File: config.mk
export PLATFORM = sky130hd
export DESIGN_NAME = mac40_unit
export DESIGN_NICKNAME = d
export VERILOG_FILES = /design/src/rtl/mac40_pkg.sv /design/src/rtl/mac40_lane.sv /design/src/rtl/mac40_part.sv /design/src/rtl/mac40_accreg.sv /design/src/rtl/mac40_unit.sv
export SDC_FILE = /design/constraint.sdc
export NUM_CORES = 2
export LEC_CHECK = 0
export ABC_CLOCK_PERIOD_IN_PS = 4600
export BUFFER_PORTS_ARGS = -buffer_cell sky130_fd_sc_hd__buf_2
export CAP_MARGIN = 20
export CORE_MARGIN = 3
export CORE_UTILIZATION = 45
export DETAILED_ROUTE_END_ITERATION = 6
export GPL_ROUTABILITY_DRIVEN = 1
export PLACE_DENSITY_LB_ADDON = 0.05
export REMOVE_ABC_BUFFERS = 1
export SLEW_MARGIN = 20
export SYNTH_ARGS = -nofsm -noshare
export SYNTH_HDL_FRONTEND = slang
export SYNTH_SLANG_ARGS = --single-unit
File: constraint.sdc
create_clock -name clk -period 4.6 [get_ports clk]
set_input_delay 0 -clock clk [delete_from_list [all_inputs] [get_ports clk]]
set_output_delay 0 -clock clk [all_outputs]
set_load 0.02 [all_outputs]
File: src/rtl/mac40_pkg.sv
package mac40_pkg;
  localparam logic [2:0] OP_NOP   = 3'd0;
  localparam logic [2:0] OP_MUL16 = 3'd1;
  localparam logic [2:0] OP_DUAL  = 3'd2;
  localparam logic [2:0] OP_MUL32 = 3'd3;
  localparam logic [2:0] OP_LOAD  = 3'd4;
endpackage

File: src/rtl/mac40_lane.sv
// Signed HALF_W x HALF_W multiplier lane, full-width product.
module mac40_lane #(
  parameter int HALF_W = 16
) (
  input  logic [HALF_W-1:0]   x,
  input  logic [HALF_W-1:0]   y,
  output logic [2*HALF_W-1:0] p
);
  logic signed [2*HALF_W-1:0] xs, ys;
  always_comb begin
    xs = {{HALF_W{x[HALF_W-1]}}, x};
    ys = {{HALF_W{y[HALF_W-1]}}, y};
    p  = xs * ys;
  end
endmodule

File: src/rtl/mac40_part.sv
// One step of the two-step wide multiply: signed a times a 17-bit signed slice,
// optionally weighted by 2^HALF_W, reduced modulo 2^ACC_W.
module mac40_part #(
  parameter int DATA_W = 32,
  parameter int ACC_W  = 40,
  localparam int HALF_W = DATA_W / 2
) (
  input  logic [DATA_W-1:0] a,
  input  logic [HALF_W:0]   bs,
  input  logic              upper,
  output logic [ACC_W-1:0]  addend
);
  logic signed [ACC_W-1:0] ax, bx, prod;
  always_comb begin
    ax   = {{(ACC_W-DATA_W){a[DATA_W-1]}}, a};
    bx   = {{(ACC_W-HALF_W-1){bs[HALF_W]}}, bs};
    prod = ax * bx;
    addend = upper ? (prod << HALF_W) : prod;
  end
endmodule

File: src/rtl/mac40_accreg.sv
// Accumulator register, wide-multiply sequencing and reset synchronizer.
module mac40_accreg
  import mac40_pkg::*;
#(
  parameter int DATA_W = 32,
  parameter int ACC_W  = 40,
  localparam int HALF_W = DATA_W / 2,
  localparam int TOP_W  = ACC_W - DATA_W
) (
  input  logic              clk,
  input  logic              rst_n,
  input  logic              op_valid,
  input  logic [2:0]        op_code,
  input  logic [DATA_W-1:0] op_a,
  input  logic [HALF_W-1:0] b_hi,
  input  logic [TOP_W-1:0]  load_top,
  input  logic              clear,
  input  logic [ACC_W-1:0]  add_narrow,
  input  logic [ACC_W-1:0]  add_wide,
  output logic              busy,
  output logic [DATA_W-1:0] a_hold,
  output logic [HALF_W-1:0] bhi_hold,
  output logic [ACC_W-1:0]  acc
);
  logic [1:0]        rst_pipe;
  logic              rst_ok;
  logic [ACC_W-1:0]  acc_d;
  logic              acc_en, busy_d, hold_en;

  always_ff @(posedge clk or negedge rst_n) begin
    if (!rst_n) rst_pipe <= 2'b00;
    else        rst_pipe <= {rst_pipe[0], 1'b1};
  end
  assign rst_ok = rst_pipe[1];

  always_comb begin
    acc_d   = acc;
    acc_en  = 1'b0;
    busy_d  = 1'b0;
    hold_en = 1'b0;
    if (clear) begin
      acc_d  = '0;
      acc_en = 1'b1;
    end else if (busy) begin
      acc_d  = acc + add_wide;
      acc_en = 1'b1;
    end else if (op_valid) begin
      unique case (op_code)
        OP_MUL16, OP_DUAL: begin
          acc_d  = acc + add_narrow;
          acc_en = 1'b1;
        end
        OP_MUL32: begin
          acc_d   = acc + add_wide;
          acc_en  = 1'b1;
          busy_d  = 1'b1;
          hold_en = 1'b1;
        end
        OP_LOAD: begin
          acc_d  = {load_top, op_a};
          acc_en = 1'b1;
        end
        default: ;
      endcase
    end
  end

  always_ff @(posedge clk or negedge rst_ok) begin
    if (!rst_ok) begin
      acc      <= '0;
      busy     <= 1'b0;
      a_hold   <= '0;
      bhi_hold <= '0;
    end else begin
      busy <= busy_d;
      if (acc_en)  acc <= acc_d;
      if (hold_en) begin
        a_hold   <= op_a;
        bhi_hold <= b_hi;
      end
    end
  end

  logic issue_wide, op_known;
  assign issue_wide = !clear && !busy && op_valid && (op_code == OP_MUL32);
  assign op_known   = op_code inside {OP_MUL16, OP_DUAL, OP_MUL32, OP_LOAD};

  p_wide_busy_r4: assert property (@(posedge clk) disable iff (!rst_ok)
    issue_wide |=> busy);
  p_busy_single_r4: assert property (@(posedge clk) disable iff (!rst_ok)
    busy |=> !busy);
  p_clear_zero_r9: assert property (@(posedge clk) disable iff (!rst_ok)
    clear |=> (acc == '0) && !busy);
  p_idle_hold_r10: assert property (@(posedge clk) disable iff (!rst_ok)
    (!clear && !busy && !(op_valid && op_known)) |=> $stable(acc));
  p_load_word_r7: assert property (@(posedge clk) disable iff (!rst_ok)
    (!clear && !busy && op_valid && op_code == OP_LOAD)
      |=> acc == {$past(load_top), $past(op_a)});
endmodule

File: src/rtl/mac40_unit.sv
module mac40_unit
  import mac40_pkg::*;
#(
  parameter int DATA_W = 32,
  parameter int ACC_W  = 40,
  localparam int HALF_W = DATA_W / 2,
  localparam int TOP_W  = ACC_W - DATA_W
) (
  input  logic              clk,
  input  logic              rst_n,
  input  logic              op_valid,
  input  logic [2:0]        op_code,
  input  logic [DATA_W-1:0] op_a,
  input  logic [DATA_W-1:0] op_b,
  input  logic              sel_a_hi,
  input  logic              sel_b_hi,
  input  logic              clear,
  output logic              ready,
  output logic [ACC_W-1:0]  acc_out,
  output logic [DATA_W-1:0] rd_lo,
  output logic [DATA_W-1:0] rd_hi
);
  logic [HALF_W-1:0]   a_lo, a_hi, b_lo, b_hi;
  logic [HALF_W-1:0]   lx [2];
  logic [HALF_W-1:0]   ly [2];
  logic [2*HALF_W-1:0] lp [2];
  logic                dual;
  logic [ACC_W-1:0]    add_narrow, add_wide, acc;
  logic                busy;
  logic [DATA_W-1:0]   a_hold, part_a;
  logic [HALF_W-1:0]   bhi_hold;
  logic [HALF_W:0]     part_b;

  assign a_lo = op_a[HALF_W-1:0];
  assign a_hi = op_a[DATA_W-1:HALF_W];
  assign b_lo = op_b[HALF_W-1:0];
  assign b_hi = op_b[DATA_W-1:HALF_W];
  assign dual = (op_code == OP_DUAL);

  // Lane 0: selected halves (or low/low in dual mode). Lane 1: high/high.
  assign lx[0] = (!dual && sel_a_hi) ? a_hi : a_lo;
  assign ly[0] = (!dual && sel_b_hi) ? b_hi : b_lo;
  assign lx[1] = a_hi;
  assign ly[1] = b_hi;

  for (genvar i = 0; i < 2; i++) begin : g_lane
    mac40_lane #(.HALF_W(HALF_W)) u_lane (.x(lx[i]), .y(ly[i]), .p(lp[i]));
  end

  always_comb begin
    add_narrow = {{(ACC_W-2*HALF_W){lp[0][2*HALF_W-1]}}, lp[0]};
    if (dual)
      add_narrow = add_narrow + {{(ACC_W-2*HALF_W){lp[1][2*HALF_W-1]}}, lp[1]};
  end

  // Step 1: a * unsigned low half of b. Step 2: a * signed high half, << HALF_W.
  assign part_a = busy ? a_hold : op_a;
  assign part_b = busy ? {bhi_hold[HALF_W-1], bhi_hold} : {1'b0, b_lo};

  mac40_part #(.DATA_W(DATA_W), .ACC_W(ACC_W)) u_part (
    .a(part_a), .bs(part_b), .upper(busy), .addend(add_wide)
  );

  mac40_accreg #(.DATA_W(DATA_W), .ACC_W(ACC_W)) u_acc (
    .clk(clk), .rst_n(rst_n), .op_valid(op_valid), .op_code(op_code),
    .op_a(op_a), .b_hi(b_hi), .load_top(op_b[TOP_W-1:0]), .clear(clear),
    .add_narrow(add_narrow), .add_wide(add_wide), .busy(busy),
    .a_hold(a_hold), .bhi_hold(bhi_hold), .acc(acc)
  );

  assign ready   = !busy;
  assign acc_out = acc;
  assign rd_lo   = acc[DATA_W-1:0];
  assign rd_hi   = {{(2*DATA_W-ACC_W){acc[ACC_W-1]}}, acc[ACC_W-1:DATA_W]};
endmodule

==> Yosys cells after proc, flatten, opt, wreduce, memory -nomap -nowiden <==
Index checks and enable logic that the tools add are counted.
Widths: inputs -> output; s select.
{ "totals": {"register_bits": 91, "inputBits": 73, "out_inout_bits": 105} }
{ "classes": {"addsub": 3, "mul": 3, "n_eq_ne": 4, "n_mux": 18, "reduce_logical": 9} }
{ "ops": {"columns": ["cell", "count"], "rows": [
  ["$mux 40", 5],
  ["$pmux 40 s3", 1],
  ["$add 40x40->40", 2],
  ["$mul 16x16->32", 2],
  ["$mul 32x17->40", 1],
  ["$add 32x32->33", 1],
  ["$mux 16", 2],
  ["$mux 32", 1],
  ["$mux 17", 1],
  ["$mux 1", 8],
  ["$eq 3x2->1 const B", 2],
  ["$reduce_bool 5->1", 1],
  ["$reduce_or 4->1", 1],
  ["$eq 3x1->1 const B", 1],
  ["$eq 3x3->1 const B", 1],
  ["$reduce_and 3->1", 1],
  ["$reduce_bool 3->1", 1],
  ["$logic_and 1x1->1", 2],
  ["$logic_not 1->1", 2],
  ["$reduce_or 2->1", 1]
]} }

==> Depth between registers and ports, before layout <==
{ "logic_depth": {"word_depth": 12, "mapped_depth": 59, "depth_no_buf": 56} }

==> Modules after synthesis <==
From an unflattened synthesis, not the netlist that was laid out.
{ "unflattened": {"cells_unflattened": 5768, "area_unflattened_um2": 48724.2} }
{ "modules_own_cells": {"columns": ["mod", "instances", "cells_each", "area_each_um2", "seq_area_each_um2"], "rows": [
  ["mac40_part", 1, 1931, 16535.9, 0.0],
  ["mac40_lane (g_lane[0].u_lane)", 1, 1150, 10194.8, 0.0],
  ["mac40_lane (g_lane[1].u_lane)", 1, 1106, 9963.3, 0.0],
  ["mac40_accreg", 1, 1073, 8391.8, 2277.2],
  ["mac40_unit", 1, 508, 3638.5, 0.0]
]} }

==> Least setup slack after synthesis <==
No wires, ideal clock.
{ "synth_path": {"path_kind": "input-to-reg", "start": "input port op_code[2]", "end": "register u_acc.acc[36]", "setup_ps": 104, "arrival_time_ps": 13290, "t_required_ps": 4496, "path_slack_ps": -8793, "stages": 57, "cell_sequence": "or3b_2 -> clkbuf_1 -> nand2_1 -> clkbuf_1 -> mux2i_1 -> clkbuf_1 -> nor2_1 -> fa_1 -> inv_1 -> fa_1 -> fa_1 -> fa_1 -> inv_1 -> fa_1 -> inv_1 -> fa_1 -> inv_1 -> ha_1 -> [21 not listed] -> a311o_1 -> a21oi_1 -> o21ai_1 -> nand3_1 -> nand2_1 -> xor2_1 -> mux2_2 -> ha_1 -> a21o_1 -> a21o_1 -> a21oi_1 -> nor3b_1 -> o311ai_0 -> a31o_2 -> a21o_1 -> xor2_1 -> nand4_1 -> a221oi_1"} }
{ "synth_between": {"elab_chain_cells": 12, "word_cells_on_any_way": 25, "cone_classes": "2 x add/sub; 1 x mul; 4 x eq/ne; 11 x mux; 7 x reduce/logical"} }
{ "synth_rtl": {"columns": ["element", "line", "rtl"], "rows": [
  ["start: declaration", "mac40_unit.sv:12", "input logic [2:0] op_code,"],
  ["$eq 3x2->1", null, null],
  ["$logic_not 1->1", "mac40_unit.sv:41, mac40_unit.sv:42", null],
  ["$logic_and 1x1->1 (on tied branches)", "mac40_unit.sv:41, mac40_unit.sv:42", null],
  ["$mux 16 (on tied branches)", "mac40_unit.sv:41, mac40_unit.sv:42", null],
  ["$mul 16x16->32", "mac40_lane.sv:13", "p = xs * ys;"],
  ["$add 32x32->33", "mac40_unit.sv:53", "add_narrow = add_narrow + {{(ACC_W-2*HALF_W){lp[1][2*HALF_W-1]}}, lp[1]};"],
  ["$mux 40", "mac40_unit.sv:52", "if (dual)"],
  ["$add 40x40->40", "mac40_accreg.sv:50", "acc_d = acc + add_narrow;"],
  ["$pmux 40 s3", "mac40_accreg.sv:48", "unique case (op_code)"],
  ["$mux 40", "mac40_accreg.sv:47", "end else if (op_valid) begin"],
  ["$mux 40", "mac40_accreg.sv:44", "end else if (busy) begin"],
  ["$mux 40", "mac40_accreg.sv:41", "if (clear) begin"],
  ["end signal: assignment", "mac40_accreg.sv:70", "acc <= '0;"],
  ["end signal: assignment", "mac40_accreg.sv:76", "if (acc_en) acc <= acc_d;"],
  ["end: declaration", "mac40_accreg.sv:23", "output logic [ACC_W-1:0] acc"]
]} }
Parallel ways exist; a longest one is shown, timed or not. The select of a mux whose other input is x is not followed.
A chain may end at the register's enable or synchronous reset.

==> Worst setup path after layout <==
Ends and elaborated chain as after synthesis.

==> run metrics <==
most frequent cells after synthesis=inv_1, fa_1, nand2_1, nor2_1, ha_1; final count of negative-setup-slack endpoints=38; YS warnings=0; complex-gate fraction of the synthesized area=roughly 9%; post-synth cell types=79; DRC viols=0; max incr delay on CP=620 ps; Hold WC Path Type=input port to flop; TritonRoute pass-1 iters=6; max-cap violation count=0; DRT iter0 DRCs=2848; Rows=around 120; max frequency=0.0798 GHz; top_reg_cell synth=dfrtp_1; vias in the first global route=43.1k; core area=101000 µm²; Crit. End Element=flop; Routed Antenna Nets=0; top-count cell post-synth=inv_1; violated checks=setup timing; H-tree lvl count=3; maximum fanout along the worst path=7; crit start category=input port; Cells after Synth=around 5.4k; area share of the leading cell type in the synthesized netlist=43.2%; clock buffer depth=2; setup ws final=-7930 ps; Num Clock Sinks=91; post-synthesis mux area share=between 3 and 4%; xor-xnor portion of the synthesized cell area=3.66%; Post-Synth Simple-Gate Area=between 10% and 20%; Worst-Margin Slew=1180 ps; die width=327 µm; IO Pins=178; sequential area share after synthesis=4.92%; total track usage=32.8%; routed vias=40.9k; first-pass GRT wire length=265 mm; antenna violations before repair=5; final hold slack=52.4 ps; clock slew at reported path FFs=80 ps; count of flip-flops with a built-in enable after synthesis=0; CTS buffer count=9; layout cells sized above 1=28.8%; Worst Skew=24.1 ps; Die H=327 µm; worst path required time=approximately 4900 ps; final hold violation count=0; outcome=complete, but fails checks; placed insts=7672; post-synthesis adder-cell area fraction=53.1%; Layout Nets=7876; filler cell count=9220; crit path DAT=12840 ps; area delta synth->final=29.6%; CTS tree=done; RSZ-0062 raised after global routing=yes; asr flop ratio synth=100%; setup TNS=-237730 ps; synthesized flop and latch total=91; largest family of logic cells by synthesized area=adder cells; synthesized area=approximately 46000 µm²; critical path's slowest cell=fa_1; drt total wl=172 mm; cell mode on critical path=fa_1; largest net degree at the start of global routing=90; DR vias/cell=5.24; max_slew headroom=20.7%; total congestion overflow=0; Max Slew Vio Count=0; routability cong.=0.977; Setup CP Type=input port to flop; Final Core Density=59.3%; Die Area=107000 µm²; largest area contributor in the netlist=fa_1; final worst path period share=272%; post-DP HPWL=between 100 and 150 mm; routed len/inst=22.1 µm; Clock Latency Late Sink=400 ps; Layout Cells excl Fill=~8k; top cells by area, synth=fa_1, ha_1, inv_1; Initial Util=45.8%; minimum clock period=around 13000 ps; clk root buf=clkbuf_16; syn_area_per_cell=8.63 µm²; Port Buffer Count=177
==> critical path, delay by kind of cell <==
family | cells | cell delay, ps
fa+ha+maj | 14 | 6160
mux | 1 | 190
simple gates | 8 | 1660
buf+inv | 11 | 970
xor+xnor | 3 | 400
compound gates | 18 | 3410
==> path summary, 6_finish.rpt <==
check,slack [ps],endpoint,cells past startpoint,from
max in group asynchronous,3640,u_acc.busy,1,u_acc.rst_pipe[1]
hold / removal,50,u_acc.bhi_hold[14],4,op_b[30]
setup reg to reg,-5240,u_acc.acc[39],38,u_acc.busy
min in group asynchronous,330,u_acc.acc[21],1,u_acc.rst_pipe[1]
setup / recovery,-7930,u_acc.acc[36],55,op_code[2]
hold reg to reg,330,u_acc.acc[21],1,u_acc.rst_pipe[1]
==> layout make-up <==
type / count / area, µm² / area share, %
well taps: 1357 / 1700 / 2.83
multi-input cells: 3965 / 41500 / 69.2
repair buffers: 1340 / 10300 / 17.1
inverters: 1032 / 3870 / 6.47
clock inverters: 7 / 66.3 / 0.111
flip-flops and latches: 91 / 2280 / 3.81
diodes: 8 / 20.0 / 0.0334
clock buffers: 9 / 225 / 0.376
==> stage by stage <==
| stage | cell area [µm²] | worst slack, ps |
|---|---|---|
| 2_1_floorplan | 45000 | -9530 |
| 4_1_cts | 58900 | -7850 |
| 5_1_grt | 59900 | -8310 |
| 3_3_place_gp | 55800 | -9490 |
| 6_report | 59900 | -7930 |
| 3_5_place_dp | 55800 | -9530 |
==> metal layers <==
layer | part of all wire, % | vias to the layer above | global-route usage [%]
met2 | 48 | 1313 | 55.1
li1 | - | 18600 | -
met3 | 6.4 | 237 | 4.33
met1 | 42 | 20800 | 44.3
met5 | 0.0075 | - | 0
met4 | 3.6 | 2 | 10.0
==> cell usage in the layout (no fill, tap or decap), types with 40 or more instances in the layout <==
cell and instances:
buf_2 175, dfrtp_1 89, ha_1 280, inv_1 987
o21ai_1 46, a21oi_1 125, nand2_1 833, and2_1 106
o21ai_0 77, xnor2_1 118, xor2_1 48, buf_4 1066
mux2_2 58, a21o_1 99, nand2b_1 47, ha_4 82
nor2_1 390, a21oi_2 40, fa_1 979, buf_6 64
mux2i_1 67, inv_2 43
==> flip-flops by register name, indices dropped and copies added, names as in the netlist <==
register	cells
u_acc.acc	40
u_acc.a_hold	32
u_acc.bhi_hold	16
u_acc.rst_pipe	2
u_acc.busy	1
==> kinds of logic (layout without fill, tap and decap cells) <==
| kind of cell | count (synthesis) | in the layout |
|---|---|---|
| fa+ha+maj | 1364 | 1364 |
| simple gates | 1617 | 1617 |
| xor+xnor | 193 | 193 |
| compound gates | 634 | 634 |
| buf+inv | 1303 | 2388 |
| other cells | 1 | 9 |
| flops | 91 | 91 |
| mux | 153 | 156 |
==> timing repair <==
item                       CTS  global route
hold endpoints to repair     4             0
pin swaps                  296           169
setup endpoints to repair   38            38
cloned                       5             0
resized for setup          460           151
buffers inserted            82            36
hold buffers                 4             0
Power is left out: the tool's default activity adds up to more than one toggle a clock period on the data nets, which glitch-free logic cannot reach.
